`src/rtl/synth_prog_pkg.sv`:
```
package synth_prog_pkg;
    localparam int WORD_W    = 20;
    localparam int BYTE_W    = 8;
    localparam int ENH_ACT_W = 5;
    localparam int M_W       = 9;
    localparam int R_W       = 6;
    localparam int A_W       = 4;
    localparam int NSTB      = 7;

    // strobe slots in the synchronizer vector
    localparam int SI_SCLK = 0;
    localparam int SI_LOAD = 1;
    localparam int SI_HOP  = 2;
    localparam int SI_ENH  = 3;
    localparam int SI_WHI  = 4;
    localparam int SI_WMID = 5;
    localparam int SI_WLO  = 6;

    typedef enum logic [1:0] {
        MODE_PAR = 2'd0,
        MODE_SER = 2'd1,
        MODE_DIR = 2'd2
    } mode_e;

    typedef struct packed {
        logic [M_W-1:0] m;
        logic [R_W-1:0] r;
        logic [A_W-1:0] a;
        logic           pre;
    } cnt_fields_t;

    function automatic mode_e decode_mode(input logic direct, input logic serial);
        if (direct)      return MODE_DIR;
        else if (serial) return MODE_SER;
        else             return MODE_PAR;
    endfunction

    function automatic cnt_fields_t split_word(input logic [WORD_W-1:0] w);
        cnt_fields_t f;
        f.m   = {w[17], w[16], w[14:8]};
        f.r   = {w[19], w[18], w[7:4]};
        f.a   = w[3:0];
        f.pre = w[15];
        return f;
    endfunction
endpackage

```
`src/rtl/sp_strobe_sync.sv`:
```
module sp_strobe_sync
    import synth_prog_pkg::*;
(
    input  logic  clk,
    input  logic  rst_n,
    input  mode_e mode_i,
    input  logic  sclk_i,
    input  logic  sdat_i,
    input  logic  load_i,
    input  logic  hop_i,
    input  logic  enh_i,
    input  logic  whi_i,
    input  logic  wmid_i,
    input  logic  wlo_i,
    output logic  sh_main_o,
    output logic  sh_enh_o,
    output logic  bit_o,
    output logic  enh_cap_o,
    output logic  enh_par_o,
    output logic  promote_o,
    output logic  wr_hi_o,
    output logic  wr_mid_o,
    output logic  wr_lo_o
);
    typedef struct packed {
        logic [NSTB-1:0] s1;
        logic [NSTB-1:0] s2;
        logic [NSTB-1:0] s3;
        logic            d1;
        logic            d2;
    } sync_t;

    sync_t st_d, st_q;
    logic [NSTB-1:0] raw;
    logic [NSTB-1:0] rise;
    logic            fall_enh, is_ser, is_par;

    always_comb begin
        raw          = '0;
        raw[SI_SCLK] = sclk_i;
        raw[SI_LOAD] = load_i;
        raw[SI_HOP]  = hop_i;
        raw[SI_ENH]  = enh_i;
        raw[SI_WHI]  = whi_i;
        raw[SI_WMID] = wmid_i;
        raw[SI_WLO]  = wlo_i;
    end

    always_comb begin
        st_d    = st_q;
        st_d.s1 = raw;
        st_d.s2 = st_q.s1;
        st_d.s3 = st_q.s2;
        st_d.d1 = sdat_i;
        st_d.d2 = st_q.d1;
    end

    always_ff @(posedge clk or negedge rst_n) begin
        if (!rst_n) st_q <= '0;
        else        st_q <= st_d;
    end

    for (genvar g = 0; g < NSTB; g++) begin : g_edge
        assign rise[g] = st_q.s2[g] & ~st_q.s3[g];
        p_rise_single_r11: assert property (@(posedge clk) disable iff (!rst_n)
            rise[g] |=> !rise[g]);
    end

    assign fall_enh  = ~st_q.s2[SI_ENH] & st_q.s3[SI_ENH];
    assign is_ser    = (mode_i == MODE_SER);
    assign is_par    = (mode_i == MODE_PAR);

    assign sh_main_o = is_ser & rise[SI_SCLK] & ~st_q.s2[SI_ENH] & ~st_q.s2[SI_LOAD];
    assign sh_enh_o  = is_ser & rise[SI_SCLK] &  st_q.s2[SI_ENH] & ~st_q.s2[SI_LOAD];
    assign bit_o     = st_q.d2;
    assign enh_cap_o = is_ser & fall_enh;
    assign enh_par_o = is_par & rise[SI_ENH];
    assign promote_o = rise[SI_LOAD] | rise[SI_HOP];
    assign wr_hi_o   = is_par & rise[SI_WHI];
    assign wr_mid_o  = is_par & rise[SI_WMID];
    assign wr_lo_o   = is_par & rise[SI_WLO];
endmodule

```
`src/rtl/sp_word_bank.sv`:
```
module sp_word_bank #(
    parameter int W = 20,
    parameter int B = 8
) (
    input  logic         clk,
    input  logic         rst_n,
    input  logic         shift_i,
    input  logic         bit_i,
    input  logic         wr_hi_i,
    input  logic         wr_mid_i,
    input  logic         wr_lo_i,
    input  logic [B-1:0] par_i,
    input  logic         promote_i,
    output logic [W-1:0] prim_o,
    output logic [W-1:0] sec_o
);
    localparam int HI_W = W - 2*B;

    typedef struct packed {
        logic [W-1:0] prim;
        logic [W-1:0] sec;
    } bank_t;

    bank_t st_d, st_q;

    always_comb begin
        st_d = st_q;
        if (shift_i)   st_d.prim = {st_q.prim[W-2:0], bit_i};
        if (wr_hi_i)   st_d.prim[W-1 -: HI_W] = par_i[HI_W-1:0];
        if (wr_mid_i)  st_d.prim[2*B-1 -: B]  = par_i;
        if (wr_lo_i)   st_d.prim[B-1:0]       = par_i;
        if (promote_i) st_d.sec = st_q.prim;
    end

    always_ff @(posedge clk or negedge rst_n) begin
        if (!rst_n) st_q <= '0;
        else        st_q <= st_d;
    end

    assign prim_o = st_q.prim;
    assign sec_o  = st_q.sec;

    p_sec_on_promote_r4: assert property (@(posedge clk) disable iff (!rst_n)
        !$stable(st_q.sec) |-> $past(promote_i));
    p_promote_copies_r4: assert property (@(posedge clk) disable iff (!rst_n)
        promote_i |=> (st_q.sec == $past(st_q.prim)));
    p_prim_on_load_r2: assert property (@(posedge clk) disable iff (!rst_n)
        !$stable(st_q.prim) |-> $past(shift_i || wr_hi_i || wr_mid_i || wr_lo_i));
endmodule

```
`src/rtl/sp_enh_bank.sv`:
```
module sp_enh_bank #(
    parameter int W = 5
) (
    input  logic         clk,
    input  logic         rst_n,
    input  logic         shift_i,
    input  logic         bit_i,
    input  logic         cap_i,
    input  logic         par_ld_i,
    input  logic [W-1:0] par_i,
    output logic [W-1:0] hold_o
);
    // only the active low bits are kept; reserved bits fall out of the top
    typedef struct packed {
        logic [W-1:0] sh;
        logic [W-1:0] hold;
    } enh_t;

    enh_t st_d, st_q;

    always_comb begin
        st_d = st_q;
        if (shift_i)  st_d.sh   = {st_q.sh[W-2:0], bit_i};
        if (cap_i)    st_d.hold = st_q.sh;
        if (par_ld_i) st_d.hold = par_i;
    end

    always_ff @(posedge clk or negedge rst_n) begin
        if (!rst_n) st_q <= '0;
        else        st_q <= st_d;
    end

    assign hold_o = st_q.hold;

    p_hold_on_capture_r7: assert property (@(posedge clk) disable iff (!rst_n)
        !$stable(st_q.hold) |-> $past(cap_i || par_ld_i));
    p_shift_keeps_hold_r7: assert property (@(posedge clk) disable iff (!rst_n)
        shift_i |=> $stable(st_q.hold));
endmodule

```
`src/rtl/synth_prog_front.sv`:
```
module synth_prog_front
    import synth_prog_pkg::*;
(
    input  logic             clk,
    input  logic             rst_n,
    input  logic             strap_direct,
    input  logic             strap_serial,
    input  logic             ser_clk,
    input  logic             ser_dat,
    input  logic             load_stb,
    input  logic             hop_stb,
    input  logic             enh_stb,
    input  logic             wr_hi_stb,
    input  logic             wr_mid_stb,
    input  logic             wr_lo_stb,
    input  logic [BYTE_W-1:0] par_d,
    input  logic [6:0]       dir_m,
    input  logic [3:0]       dir_r,
    input  logic [3:0]       dir_a,
    input  logic             dir_pre_en,
    input  logic             sel_primary,
    input  logic             enh_n,
    output logic [M_W-1:0]   m_div,
    output logic [R_W-1:0]   r_div,
    output logic [A_W-1:0]   a_cnt,
    output logic             pre_en,
    output logic             ctl_pwr_dn,
    output logic             ctl_cnt_load,
    output logic             ctl_msel_out,
    output logic             ctl_pre_out,
    output logic             ctl_lock_oe
);
    mode_e mode;
    logic sh_main, sh_enh, sbit, enh_cap, enh_par, promote, wr_hi, wr_mid, wr_lo;
    logic [WORD_W-1:0]    prim, sec, dir_word, word;
    logic [ENH_ACT_W-1:0] enh_hold, enh_eff;
    cnt_fields_t          fld;

    assign mode = decode_mode(strap_direct, strap_serial);

    sp_strobe_sync u_sync (
        .clk(clk), .rst_n(rst_n), .mode_i(mode),
        .sclk_i(ser_clk), .sdat_i(ser_dat), .load_i(load_stb), .hop_i(hop_stb),
        .enh_i(enh_stb), .whi_i(wr_hi_stb), .wmid_i(wr_mid_stb), .wlo_i(wr_lo_stb),
        .sh_main_o(sh_main), .sh_enh_o(sh_enh), .bit_o(sbit),
        .enh_cap_o(enh_cap), .enh_par_o(enh_par), .promote_o(promote),
        .wr_hi_o(wr_hi), .wr_mid_o(wr_mid), .wr_lo_o(wr_lo)
    );

    sp_word_bank #(.W(WORD_W), .B(BYTE_W)) u_word (
        .clk(clk), .rst_n(rst_n), .shift_i(sh_main), .bit_i(sbit),
        .wr_hi_i(wr_hi), .wr_mid_i(wr_mid), .wr_lo_i(wr_lo), .par_i(par_d),
        .promote_i(promote), .prim_o(prim), .sec_o(sec)
    );

    sp_enh_bank #(.W(ENH_ACT_W)) u_enh (
        .clk(clk), .rst_n(rst_n), .shift_i(sh_enh), .bit_i(sbit),
        .cap_i(enh_cap), .par_ld_i(enh_par), .par_i(par_d[ENH_ACT_W-1:0]),
        .hold_o(enh_hold)
    );

    // direct word: upper r and m bits tied low
    assign dir_word = {4'b0000, dir_pre_en, dir_m, dir_r, dir_a};

    always_comb begin
        if (mode == MODE_DIR)  word = dir_word;
        else if (sel_primary)  word = prim;
        else                   word = sec;
    end

    assign fld     = split_word(word);
    assign m_div   = fld.m;
    assign r_div   = fld.r;
    assign a_cnt   = fld.a;
    assign pre_en  = fld.pre;

    assign enh_eff      = enh_n ? '0 : enh_hold;
    assign ctl_pwr_dn   = enh_eff[4];
    assign ctl_cnt_load = enh_eff[3];
    assign ctl_msel_out = enh_eff[2];
    assign ctl_pre_out  = enh_eff[1];
    assign ctl_lock_oe  = enh_eff[0];

    p_direct_upper_zero_r1: assert property (@(posedge clk) disable iff (!rst_n)
        strap_direct |-> (m_div[8:7] == 2'b00 && r_div[5:4] == 2'b00));
    p_enh_gated_r8: assert property (@(posedge clk) disable iff (!rst_n)
        enh_n |-> !(ctl_pwr_dn || ctl_cnt_load || ctl_msel_out || ctl_pre_out || ctl_lock_oe));
endmodule

```
`config.mk`:
```
export PLATFORM = sky130hd
export DESIGN_NAME = synth_prog_front
export DESIGN_NICKNAME = d
export VERILOG_FILES = /design/src/rtl/synth_prog_pkg.sv /design/src/rtl/sp_strobe_sync.sv /design/src/rtl/sp_word_bank.sv /design/src/rtl/sp_enh_bank.sv /design/src/rtl/synth_prog_front.sv
export SDC_FILE = /design/constraint.sdc
export NUM_CORES = 1
export LEC_CHECK = 0
export BUFFER_PORTS_ARGS = -buffer_cell sky130_fd_sc_hd__buf_2
export CAP_MARGIN = 20
export CORE_MARGIN = 5
export CORE_UTILIZATION = 35
export DETAILED_ROUTE_END_ITERATION = 8
export SYNTH_ARGS = -nofsm -noshare
export SYNTH_HDL_FRONTEND = slang
export SYNTH_SLANG_ARGS = --single-unit
```
`constraint.sdc`:
```
create_clock -name clk -period 2.78 [get_ports clk]
set_input_delay 0.556 -clock clk [delete_from_list [all_inputs] [get_ports clk]]
set_output_delay 0.556 -clock clk [all_outputs]
set_load 0.01 [all_outputs]
```
==> out/results.ini <==
[global_routing]
grt_pass1_wl_um=11390
grt_max_degree=42
grt_overflow_total=0
antenna_found_initial=0
track_usage_pct=12.66
grt_pass1_vias=2299

[min_path]
worstHoldPathType=input port to async pin

[critical_path]
worstSetupStartpointType=input port
crit_type=input port to output port
crit_start=strap_direct
r2r-end=u_enh.hold_o[1]$_DFFE_PN0P_
cp.required_ns=2.22
reg2reg_setup_slack_ns=0.99
crit_fanout=30
worst_setup_path_end_kind=output port
worst_r2r_path_depth=3
reg2reg_from=u_sync.st_d[5]$_DFF_PN0_
crit_arrival_ns=1.55
critPathCapture=m_div[3]

[placement]
numPortBuffers=62
dp_hpwl_um=4795
dpl-instance-area_sq_um=3699
gp_congestion=0.7869

[sta]
maxSlewViolCount=0
rsz0062_at_grt=no
finalClockSkew_ns=0.009942
finalSetupTns_ns=0
max_freq_ghz=0.4738
tightest_slew_ns=0.7923
finalSetupViolations=0
fin_crit_sh_pct=75.92
period_needed_ns=2.111
relSlewSlack_pct=47.04
hold_violations=0

[cts]
cts.path.max_buffers=2
clkLatencyLatePin_ns=0.35
post_cts_buffers=0
numCtsBuffers=9
cts_tree=done
clock_sinks=73
clk_pin_slew_ns=0.08
cts_resized=0
root_buffer=clkbuf_8
hold_buffers=0
htreeDepth=3

[power_and_ir_drop]
p_per_area_nw_per_um2=687.9
p_int_w=0.001960
power.static_leakage_nw=1.889
pwr-share-seq_pct=51.7
p_clk_share_pct=29.9
p_sw_share_pct=26.70
comb_power_share_pct=18.4
ir_worst_vdd_mv=0.4160
p_sw_w=0.0007140

[yosys]
synth_edf_count=0
ys_seq_elements=73
synth_area_sq_um=3277
yosysMostFrequentCell=dfrtp_1
synth_common_cells=dfrtp_1, mux2_2, mux2i_1, o21ai_0
yosys.area.top_type=dfrtp_1
synth_fp_nets=298
ys_async_sr_fraction_pct=100.0
synth.yosys.seq_area_share_pct=55.75
synth_top_cell_area_share_pct=55.75
ys_types=28
synthTopCellsByArea=dfrtp_1, mux2_2, mux2i_1, a221o_1, o21ai_0
synth_ff_type=dfrtp_1
syn_area_per_cell_sq_um=12.60
synth_warnings=0
synthCells=260

[route]
dr.pass1.iters=3
viasPerCell=5.076
drtIter0Drc=79
post_drt_wl_per_cell_um=15.58
routed_wl_um=6792
drc=0
vias=2213
ant_nets=0

[finish]
final_area_sq_um=3887
diodes=0
nNetsFinal=358
syn2layout_area_growth_pct=18.63
drive_above_1_share_pct=38.77

[run_status]
outcome=completed

[floorplan]
initial_core_util_pct=35.63
die_h_um=106.8
dieArea_sq_um=11400
fp-row-count=35
die_w_um=106.8
core-area_sq_um=9196
pin_count=63

[job]
maxCapViolCount=0

==> metal layers <==
metal	share of wire (%)	track usage (%)	wire [um]	up-vias
met1	47	16.36	3197	1084
met5	0	0	0	-
met4	1.6	4.384	106	0
met3	5.2	3.913	354	10
li1	-	-	-	1075
met2	46	20.14	3133	44
==> critical path, stage by stage <==
cell and delay (ns):
buf_2 0.42, buf_4 0.29, nand2_1 0.06, o21ai_0 0.07
buf_2 0.15
==> layout make-up <==
class / count / area, sq um
clock buffers: 13 / 148.9
clock inverters: 3 / 40.04
fillers: 890 / 5309
inverters: 10 / 37.54
multi-input cells: 158 / 1328
flip-flops and latches: 73 / 1827
well taps: 111 / 138.9
repair buffers: 68 / 367.9
==> power groups by stage <==
stage,clock network (W),registers [W],logic (W)
floorplan,0,0.00135,0.000355
global placement,0,0.00139,0.000494
detailed placement,0,0.00140,0.000505
CTS,0.000826,0.00138,0.000506
global route,0.000869,0.00141,0.000557
finish,0.000799,0.00138,0.000493
==> flip-flops by register name (all words and copies together) (netlist names) <==
| name | count |
|---|---|
| u_sync.st_d | 15 |
| u_word.sec_o | 20 |
| u_sync.bit_o | 1 |
| u_sync.st_q | 7 |
| u_enh.hold_o | 5 |
| u_enh.st_q | 5 |
| u_word.prim_o | 20 |
==> cell usage in the layout (no fill, tap or decap), drive strengths merged, types with 2 or more instances in the layout <==
cell,instances
a211oi,7
o211a,9
a31oi,4
a21oi,3
or4b,3
a22oi,2
nand2,16
mux2i,20
mux2,35
inv,10
o21ai,20
clkinv,2
nor2b,6
dfrtp,73
clkbuf,13
nor2,7
a221o,16
buf,68
nor4b,5
==> cells by family after synthesis <==
family	count (synthesis)	share of synthesized area, %
AOI/OAI and AO/OA	62	14.17
DFF	73	55.75
muxes	55	18.14
and+or+nand+nor	41	7.828
buffers and inverters	29	4.124
==> worst min path at each step <==
stage	slack [ns]	endpoint
2_1_floorplan	0.26	u_enh.hold_o[0]$_DFFE_PN0P_
3_3_place_gp	0.33	u_sync.st_d[2]$_DFF_PN0_
3_5_place_dp	0.33	u_sync.bit_o$_DFF_PN0_
4_1_cts	0.29	u_enh.hold_o[2]$_DFFE_PN0P_
5_1_grt	0.30	u_sync.st_d[11]$_DFF_PN0_
6_report	0.27	u_enh.st_q[8]$_DFFE_PN0P_
==> stage by stage <==
step / hold WS (ns) / util, % / cells / setup slack (ns) / power [W]
6_report: 0.2707 / 42.27 / 436 / 0.6694 / 0.002674
2_1_floorplan: 0.2604 / - / 260 / 0.7492 / 0.001710
3_3_place_gp: 0.3318 / 40.22 / 420 / 0.5616 / 0.001886
5_1_grt: 0.2953 / 42.27 / 436 / 0.4889 / 0.002834
4_1_cts: 0.2883 / 42.27 / 436 / 0.6376 / 0.002712
3_5_place_dp: 0.3347 / 40.22 / 420 / 0.5399 / 0.001905
(Power assumes the default switching activity.)
